==> config.mk <==
export PLATFORM = sky130hd
export DESIGN_NAME = bus_arbiter
export DESIGN_NICKNAME = d
export VERILOG_FILES = /design/src/rtl/bus_arbiter.sv
export SDC_FILE = /design/constraint.sdc
export NUM_CORES = 1
export LEC_CHECK = 0
export ABC_AREA = 1
export CORE_AREA = 5 5 42 44
export CTS_CLUSTER_DIAMETER = 100
export DETAILED_ROUTE_END_ITERATION = 6
export DIE_AREA = 0 0 47 49
export DONT_BUFFER_PORTS = 1
export PLACE_DENSITY_LB_ADDON = 0.2
export REMOVE_ABC_BUFFERS = 1
export SLEW_MARGIN = 20
export SYNTH_ARGS = -nofsm -noshare
export SYNTH_HDL_FRONTEND = slang
export SYNTH_SLANG_ARGS = --single-unit
==> constraint.sdc <==
create_clock -name clk -period 9.41 [get_ports clk]
set_input_delay 1.882 -clock clk [delete_from_list [all_inputs] [get_ports clk]]
set_output_delay 1.882 -clock clk [all_outputs]
set_load 0.01 [all_outputs]
==> src/rtl/bus_arbiter.sv <==
module bus_arbiter #(
  parameter int NCH = 4,
  parameter int PW  = 3
) (
  input  logic            clk,
  input  logic            rst_n,
  input  logic            core_req,
  input  logic [NCH-1:0]  dma_req,
  input  logic [NCH*PW-1:0] dma_prio,
  input  logic [1:0]      mode,
  input  logic            xfer_done,
  output logic            core_gnt,
  output logic [NCH-1:0]  dma_gnt
);
  localparam int IW = (NCH > 1) ? $clog2(NCH) : 1;

  logic          win_any;
  logic [IW-1:0] win_idx;
  logic [PW-1:0] win_code;
  logic          turn_dma;
  logic          alt_en;

  always_comb begin
    win_any  = 1'b0;
    win_idx  = '0;
    win_code = '1;
    for (int i = 0; i < NCH; i++) begin
      if (dma_req[i] && (!win_any || dma_prio[i*PW +: PW] < win_code)) begin
        win_any  = 1'b1;
        win_idx  = IW'(i);
        win_code = dma_prio[i*PW +: PW];
      end
    end
  end

  always_comb begin
    case (mode)
      2'b00:   alt_en = 1'b1;
      default: alt_en = 1'b1;
    endcase
  end

  wire win_max   = win_any && (win_code == '0);
  wire busy      = core_gnt | (|dma_gnt);
  wire decide    = ~busy | xfer_done;
  wire next_turn = (xfer_done && core_gnt)  ? 1'b1 :
                   (xfer_done && |dma_gnt)  ? 1'b0 : turn_dma;
  wire pick_dma  = win_any && (!core_req || win_max || (alt_en && next_turn));
  wire pick_core = core_req && !pick_dma;

  always_ff @(posedge clk) begin
    if (!rst_n) begin
      core_gnt <= 1'b0;
      dma_gnt  <= '0;
      turn_dma <= 1'b0;
    end else begin
      turn_dma <= next_turn;
      if (decide) begin
        core_gnt <= pick_core;
        dma_gnt  <= pick_dma ? (NCH'(1) << win_idx) : '0;
      end
    end
  end
endmodule

# [After elaboration in Yosys (flattened, before gate mapping)]
# Cells that the tools add are included.
[totals] ff_bits=6 latchBits=0 rom_bits=0 mem_bits_rw=0 out_inout_bits=5 wordCells=44 memories=0
[classes] shift=1 eq_ne=0 mul=0 muxes=14 div_mod_pow=0 n_bitwise=3 order_cmp=3 reduce_logical=20 addsub=0
[ops] operator="$mux W3" n=4
[ops] operator="$lt A3 B3 Y1" n=3
[ops] operator="$logic_and A1 B1 Y1" n=8
[ops] operator="$mux W1" n=7
[ops] operator="$logic_not A1 Y1" n=5
[ops] operator="$logic_or A1 B1 Y1" n=5
[ops] operator="$mux W2" n=2
[ops] operator="$mux W4" n=1
[ops] operator="$reduce_or A4 Y1" n=1
[ops] operator="$shl A1 B2 Y4 const A" n=1
[ops] operator="$logic_not A3 Y1" n=1
[ops] operator="$or A1 B1 Y1" n=2
[ops] operator="$not A1 Y1" n=1

# [Longest topological paths before layout]
# Gate-level depths: netlist (run 1).
[logic_depth] ltp_word=20 mapped_depth=30 mapped_depth_nobuf=30

# [Worst setup path before layout (run 1)]
# OpenSTA, ideal clock, no wires.
[synth_timing] kind="in2reg" startpoint="input port dma_req[0]" endpoint="register core_gnt" arrival_time_ns=4.406 setup_slack_ns=4.934 setup_time_ns=0.070 stages=27 path_cell_list="inv_2 > nor2_1 > ha_1 > nand2_1 > nand2_2 > nand2_4 > nand2_4 > o21ai_1 > ha_1 > nand2_1 > inv_2 > nand2_1 > nand2_1 > nand2_2 > nand2_4 > nand2_2 > o21ai_2 > ha_1 > a21oi_1 > nand2_1 > nand2_2 > nand2_4 > nand2_2 > nand3_4 > nand2_2 > nand2_1 > a21oi_1"
[synth_between] elab_chain_cells=20 word_cells_on_any_way=27 classes_between="3 x order compare; 8 x mux; 16 x reduce/logical"
[synth_lines] element="start, declared" line_no="8" rtl="input logic [NCH-1:0] dma_req,"
[synth_lines] element="$mux W3 or $mux W1 (tied branches)" line_no="28" rtl="if (dma_req[i] && (!win_any || dma_prio[i*PW +: PW] < win_code)) begin"
[synth_lines] element="$lt A3 B3 Y1 or $logic_not A1 Y1 (tied branches)" line_no="28"
[synth_lines] element="$logic_or A1 B1 Y1" line_no="28"
[synth_lines] element="$logic_and A1 B1 Y1" line_no="28"
[synth_lines] element="$mux W3 or $mux W1 (tied branches)" line_no="28"
[synth_lines] element="$lt A3 B3 Y1 or $logic_not A1 Y1 (tied branches)" line_no="28"
[synth_lines] element="$logic_or A1 B1 Y1" line_no="28"
[synth_lines] element="$logic_and A1 B1 Y1" line_no="28"
[synth_lines] element="[3 not listed]"
[synth_lines] element="$logic_and A1 B1 Y1" line_no="28"
[synth_lines] element="$mux W3" line_no="28"
[synth_lines] element="$logic_not A3 Y1" line_no="43" rtl="wire win_max = win_any && (win_code == '0);"
[synth_lines] element="$logic_and A1 B1 Y1" line_no="43"
[synth_lines] element="$logic_or A1 B1 Y1 (2 in a row)" line_no="48" rtl="wire pick_dma = win_any && (!core_req || win_max || (alt_en && next_turn));"
[synth_lines] element="$logic_and A1 B1 Y1 (*)" line_no="48"
[synth_lines] element="$logic_not A1 Y1 (*)" line_no="49" rtl="wire pick_core = core_req && !pick_dma;"
[synth_lines] element="$logic_and A1 B1 Y1 (*)" line_no="49"
[synth_lines] element="end signal, assigned" line_no="59" rtl="core_gnt <= pick_core;"
[synth_lines] element="end, declared" line_no="12" rtl="output logic core_gnt,"
# Every way passes the cells marked *; elsewhere a longest branch is shown, timed or not.
# A chain may end at the register's enable or synchronous reset.

# [Final worst setup path (run 1)]
# Ends and elaborated chain as after synthesis.

==> results of run 1 <==
power by group through the flow:
stage / Sequential [mW] / Clock [mW] / Combinational [mW]
detailed placement: 0.0300 / 0 / 0.0368
floorplan: 0.0295 / 0 / 0.0320
global placement: 0.0299 / 0 / 0.0359
finish: 0.0295 / 0.0237 / 0.0364
CTS: 0.0295 / 0.0238 / 0.0371
global route: 0.0297 / 0.0265 / 0.0421
worst register-to-register path, delay by kind of cell (launching register included):
| kind | cells | cell delay, ns |
|---|---|---|
| and+or+nand+nor | 3 | 0.54 |
| buffers and inverters | 2 | 0.25 |
| AOI/OAI and AO/OA | 2 | 0.34 |
| DFF | 1 | 0.35 |
worst min path at each step:
stage,startpoint,endpoint
global route,turn_dma,turn_dma
finish,turn_dma,turn_dma
global placement,turn_dma,turn_dma
floorplan,turn_dma,turn_dma
detailed placement,turn_dma,turn_dma
CTS,turn_dma,turn_dma
synth_stat cells:
library cell and number:
nand2_1 24, inv_1 12, a21oi_1 9, nand2_2 9
nor2_1 7, dfxtp_1 6, nand2_4 6, nand3_1 6
ha_1 5, inv_2 5, nand3_2 4, o21ai_1 3
o21ai_2 2, or2_2 2, a22oi_1 1, clkinv_2 1
nand3_4 1, nor2_4 1, nor3_1 1, nor4_1 1
logic make-up after synthesis:
| family | count (synthesis) | synth area share [%] |
|---|---|---|
| AND/OR/NAND/NOR | 62 | 51.88 |
| adder cells (fa/ha/maj) | 5 | 8.945 |
| flip-flops | 6 | 17.17 |
| buffers and inverters | 18 | 9.838 |
| AO/OA/AOI/OAI | 15 | 12.16 |
sequential cells by signal, indices dropped and copies added, names as in the netlist:
signal	cells
turn_dma	1
dma_gnt	4
core_gnt	1
area by class of cell:
class / instances / share of cell area [%]
clock buffer: 3 / 3.035
multi-input combinational: 82 / 68.80
inverter: 18 / 9.275
sequential: 6 / 16.19
tap: 16 / 2.698
per-layer routing:
layer	up-vias	track usage, %	part of all wire [%]
met4	0	1.382	0.90
met3	2	6.642	12
met5	-	0	0
met2	26	19.68	45
met1	275	16.92	42
li1	345	-	-
per-stage QoR:
| stage | instances | util, % | total power, mW |
|---|---|---|---|
| 2_1_floorplan | 106 | - | 0.06158 |
| 3_3_place_gp | 122 | 51.34 | 0.06585 |
| 3_5_place_dp | 122 | 51.34 | 0.06682 |
| 4_1_cts | 125 | 52.95 | 0.09038 |
| 5_1_grt | 125 | 52.95 | 0.09838 |
| 6_report | 125 | 52.95 | 0.08964 |
==> impl_metrics.csv, run 1 <==
group,metric,value,unit
run_status,status,"finished, final reports clean",
hold_path,hold_depth,2,
setup_path,crit_buf_inv,1,
power_and_ir_drop,clockPowerShare,26.5,%
timing,finalCritPeriodShare,47.58,%
layout,multi_input_area,510.5,um2
power_and_ir_drop,seqPwrFrac,32.9,%
timing,timing.hold.ws,0.4960,ns
timing,worst_pin_slew,0.2849,ns
cts,cts_hold_buf,0,
setup_path,r2r_setup_slack,7.87,ns
timing,setup_viol,0,
setup_path,crit_path_start,"dma_req[0]",
layout,final_common_cell,"nand2_1",
power_and_ir_drop,combPwrFrac,40.7,%
route,routed_via_density,5.184,
die,core_area,0.001401,mm2
layout,regArea,120.1,um2
power_and_ir_drop,switching_power,34.10,uW
setup_path,cp-endpoint,"core_gnt",
power_and_ir_drop,switching_share,38.04,%
setup_path,crit_required,9.59,ns
yosys,netlist_area,699.4,um2
grt,grt-ovfl-total,0,
die,die_h,49,um
route,ant_nets,0,
cts,clk_latency,0.25,ns
setup_path,timing.rr.end,"dma_gnt[3]",
timing,fin_setup_tns,0,ns
route,first_iter_violations,16,
timing,slew_violations,0,
layout,final_net_count,138,
cts,h-tree-depth,1,
timing,fin_ws,4.933,ns
place,gp_congestion,0.7425,
grt,grtUsageTotal,13.03,%
yosys,synth_seq_area_share,17.17,%
setup_path,cp_slowest_cell,"ha_1",
setup_path,crit_top_cell,"nand2_2",
power_and_ir_drop,max-vdd-ir-drop,0.1171,mV
setup_path,crit_fanout,8,
power_and_ir_drop,power.internal,55.54,uW
timing,clock_skew,0.006056,ns
cts,cts_setup_buffers,0,
cts,cts_tree,"done",
setup_path,setup.worst_path.start_class,"primary input",
yosys,avgSynthCellArea,6.598,um2
setup_path,path_depth,25,
place,io_buffers,0,
die,die_w,47,um
yosys,synth_top_area_share,17.17,%
setup_path,critPathMaxStageDelay,0.29,ns
die,io_pins,27,
setup_path,crit_family,"simple AND/OR/NAND/NOR gates",
setup_path,rr_worst_depth,7,
cts,cts_resized,0,
die,initial_core_util,49.91,%
yosys,ys_seq_elements,6,
yosys,synth_area_leaders,"dfxtp_1 (17%), nand2_1 (13%), nand2_4 (9.7%)",
route,vias,648,
setup_path,endpoint_kind,"register",
layout,design_area,742.0,um2
flow_run,max_cap_viol_count,0,
cts,cts_buffers,3,
route,wire_per_inst,10.71,um
setup_path,rr_startpoint,"dma_gnt[3]",
grt,antenna_found_initial,0,
layout,num_antenna_cells,0,
timing,max_freq,223.4,MHz
yosys,ys_warn_count,0,
layout,area_growth,6.082,%
route,wl,1.339,mm
layout,drive_above_1_share,31.19,%
yosys,synth_cells,106,
yosys,synth_largest_area_cell,"dfxtp_1",
grt,grt_max_degree,9,
place,hpwl,1.152,mm
timing,max_slew_margin,80.83,%
power_and_ir_drop,powerDensity,120.8,mW/mm2
layout,final_cell_mix,"nand2_1 (24), inv_1 (12), nand2_2 (9), a21oi_1 (9), nor2_1 (7)",
cts,clock-root-buffer,"clkbuf_4",
grt,grt_pass1_vias,605,
die,die_area,0.002303,mm2
setup_path,cp.arrival,4.66,ns
layout,fillCellCount,156,
route,detail_route.first_pass.iterations,4,
die,placementRows,14,
timing,period_minus_slack,4.477,ns
cts,cts.clk_slew.worst_paths,0.05,ns
power_and_ir_drop,p_leak,0.3966,nW
grt,grt_first_pass_wirelength,2.304,mm
cts,clk_path_buf_depth,2,
timing,rsz0062_at_grt,"no",
place,placed_cell_area,719.4,um2
hold_path,holdCritPathClass,"reg2reg",
timing,final-hold-violation-count,0,
place,pre_cts_slack,4.618,ns
yosys,yosysUniqueCellTypes,20,
setup_path,crit_type,"in2reg",
cts,clock_sinks,6,
route,drc,0,
(Power assumes the default switching activity.)
==> run 2: changes to the inputs <==
==> constraint.sdc (replaced) <==
create_clock -name clk -period 4.58 [get_ports clk]
set_input_delay 0.916 -clock clk [delete_from_list [all_inputs] [get_ports clk]]
set_output_delay 0.916 -clock clk [all_outputs]
set_load 0.01 [all_outputs]
==> run 2 against run 1 <==
Compared with the run above:
- flip-flop and latch count unchanged
- highest routed layer is now met3
- register-to-register slack worse by 4.8 ns
- wire length decreased by 1.3%
- setup slack worse by 3.9 ns
- hold slack lost 0.0014 ns
==> impl_metrics.csv, run 2 (same netlist as run 1, synthesis figures left out) <==
group,metric,value,unit
power_and_ir_drop,powerDensity,246.7,mW/mm2
layout,reg_top3,"dma_gnt x4, core_gnt x1, turn_dma x1",
setup_path,crit_top_cell,"nand2_2",
power_and_ir_drop,max-vdd-ir-drop,0.1899,mV
grt,grt-ovfl-total,0,
timing,period_minus_slack,3.530,ns
timing,clock_skew,0.005387,ns
grt,grt_use_met3,6.273,%
route,routed_via_density,5.152,
timing,fin_ws,1.050,ns
layout,num_antenna_cells,0,
cts,cts_resized,0,
cts,clock_sinks,6,
grt,busiest_layer,"met2",
place,io_buffers,0,
grt,grt_util_met1,15.60,%
route,ant_nets,0,
setup_path,critPathMaxStageDelay,0.29,ns
timing,max_freq,283.3,MHz
grt,grtUsageTotal,12.11,%
die,die_w,47,um
cts,cts_tree,"done",
timing,final-hold-violation-count,0,
die,io_pins,27,
power_and_ir_drop,p_leak,0.3966,nW
place,gp_congestion,0.7425,
die,core_area,0.001401,mm2
place,pre_cts_slack,0.7452,ns
cts,h-tree-depth,1,
setup_path,cp_slowest_cell,"ha_1",
cts,cts.clk_slew.worst_paths,0.04,ns
grt,gr-usage-met2,19.00,%
layout,regMostFlops,"dma_gnt",
cts,clock-root-buffer,"clkbuf_4",
cts,clk_path_buf_depth,2,
timing,fin_setup_tns,0,ns
hold_path,holdCritPathClass,"reg2reg",
die,die_area,0.002303,mm2
die,placementRows,14,
cts,cts_buffers,3,
layout,largest_register_ffs,4,
cts,cts_setup_buffers,0,
setup_path,setup.worst_path.start_class,"primary input",
route,drc,0,
cts,clk_latency,0.24,ns
layout,final_net_count,138,
run_status,status,"finished, final reports clean",
layout,area_growth,6.082,%
grt,grt_pass1_vias,592,
grt,antenna_found_initial,0,
cts,cts_hold_buf,0,
setup_path,crit_type,"in2reg",
grt,grt_first_pass_wirelength,2.166,mm
timing,worst_pin_slew,0.2748,ns
route,wire_per_inst,10.57,um
timing,setup_viol,0,
hold_path,hold_depth,2,
setup_path,endpoint_kind,"register",
route,first_iter_violations,7,
layout,drive_above_1_share,31.19,%
setup_path,cp.arrival,3.71,ns
grt,grt_max_degree,9,
route,vias,644,
place,hpwl,1.158,mm
setup_path,crit_fanout,8,
power_and_ir_drop,p_total,183.0,uW
route,wl,1.321,mm
route,detail_route.first_pass.iterations,4,
timing,finalCritPeriodShare,77.08,%
timing,rsz0062_at_grt,"no",
timing,max_slew_margin,81.51,%
setup_path,rr_worst_depth,7,
flow_run,max_cap_viol_count,0,
die,initial_core_util,49.91,%
layout,final_cell_mix,"nand2_1 (24), inv_1 (12), nand2_2 (9), a21oi_1 (9), nor2_1 (7)",
timing,slew_violations,0,
layout,final_common_cell,"nand2_1",
setup_path,crit_required,4.76,ns
die,die_h,49,um
run 2: where the power goes:
part / internal, mW / switching, mW / total (mW)
logic: 0.0284 / 0.0466 / 0.0750
registers: 0.0561 / 0.00455 / 0.0606
clock network: 0.0296 / 0.0178 / 0.0474
run 2: metrics by stage:
stage                     cells  hold slack, ns  cell area (um2)  utilization, %
final                       125          0.4945            742.0           52.95
after global routing        125          0.5276            742.0           52.95
after CTS                   125          0.4995            742.0           52.95
after detailed placement    122          0.4869            719.4           51.34
after global placement      122          0.4793            719.4           51.34
after floorplan             106          0.4603            699.4               -
run 2: final timing paths:
kind	endpoint	slack (ns)	start
worst max-delay path	core_gnt	1.05	dma_req[0]
worst min-delay path	turn_dma	0.49	turn_dma
worst max register to register	dma_gnt[3]	3.05	dma_gnt[3]
worst min register to register	turn_dma	0.49	turn_dma
run 2: cell type report:
| class | instances | area [um2] |
|---|---|---|
| tap | 16 | 20.02 |
| sequential | 6 | 120.1 |
| fill | 150 | 659.4 |
| clock buffer | 3 | 22.52 |
| multi-input combinational | 82 | 510.5 |
| inverter | 18 | 68.82 |
run 2: layer usage:
| layer | up-vias | share of wire, % |
|---|---|---|
| met5 | - | 0 |
| met4 | 0 | 0 |
| met3 | 0 | 9.2 |
| met2 | 24 | 47 |
| met1 | 274 | 44 |
| li1 | 346 | - |
run 2: critical path: cells and delay by family:
kind            cells  cell delay [ns]
fa+ha+maj           3             0.82
buf+inv             1             0.03
simple gates       16             1.27
compound gates      5             0.68
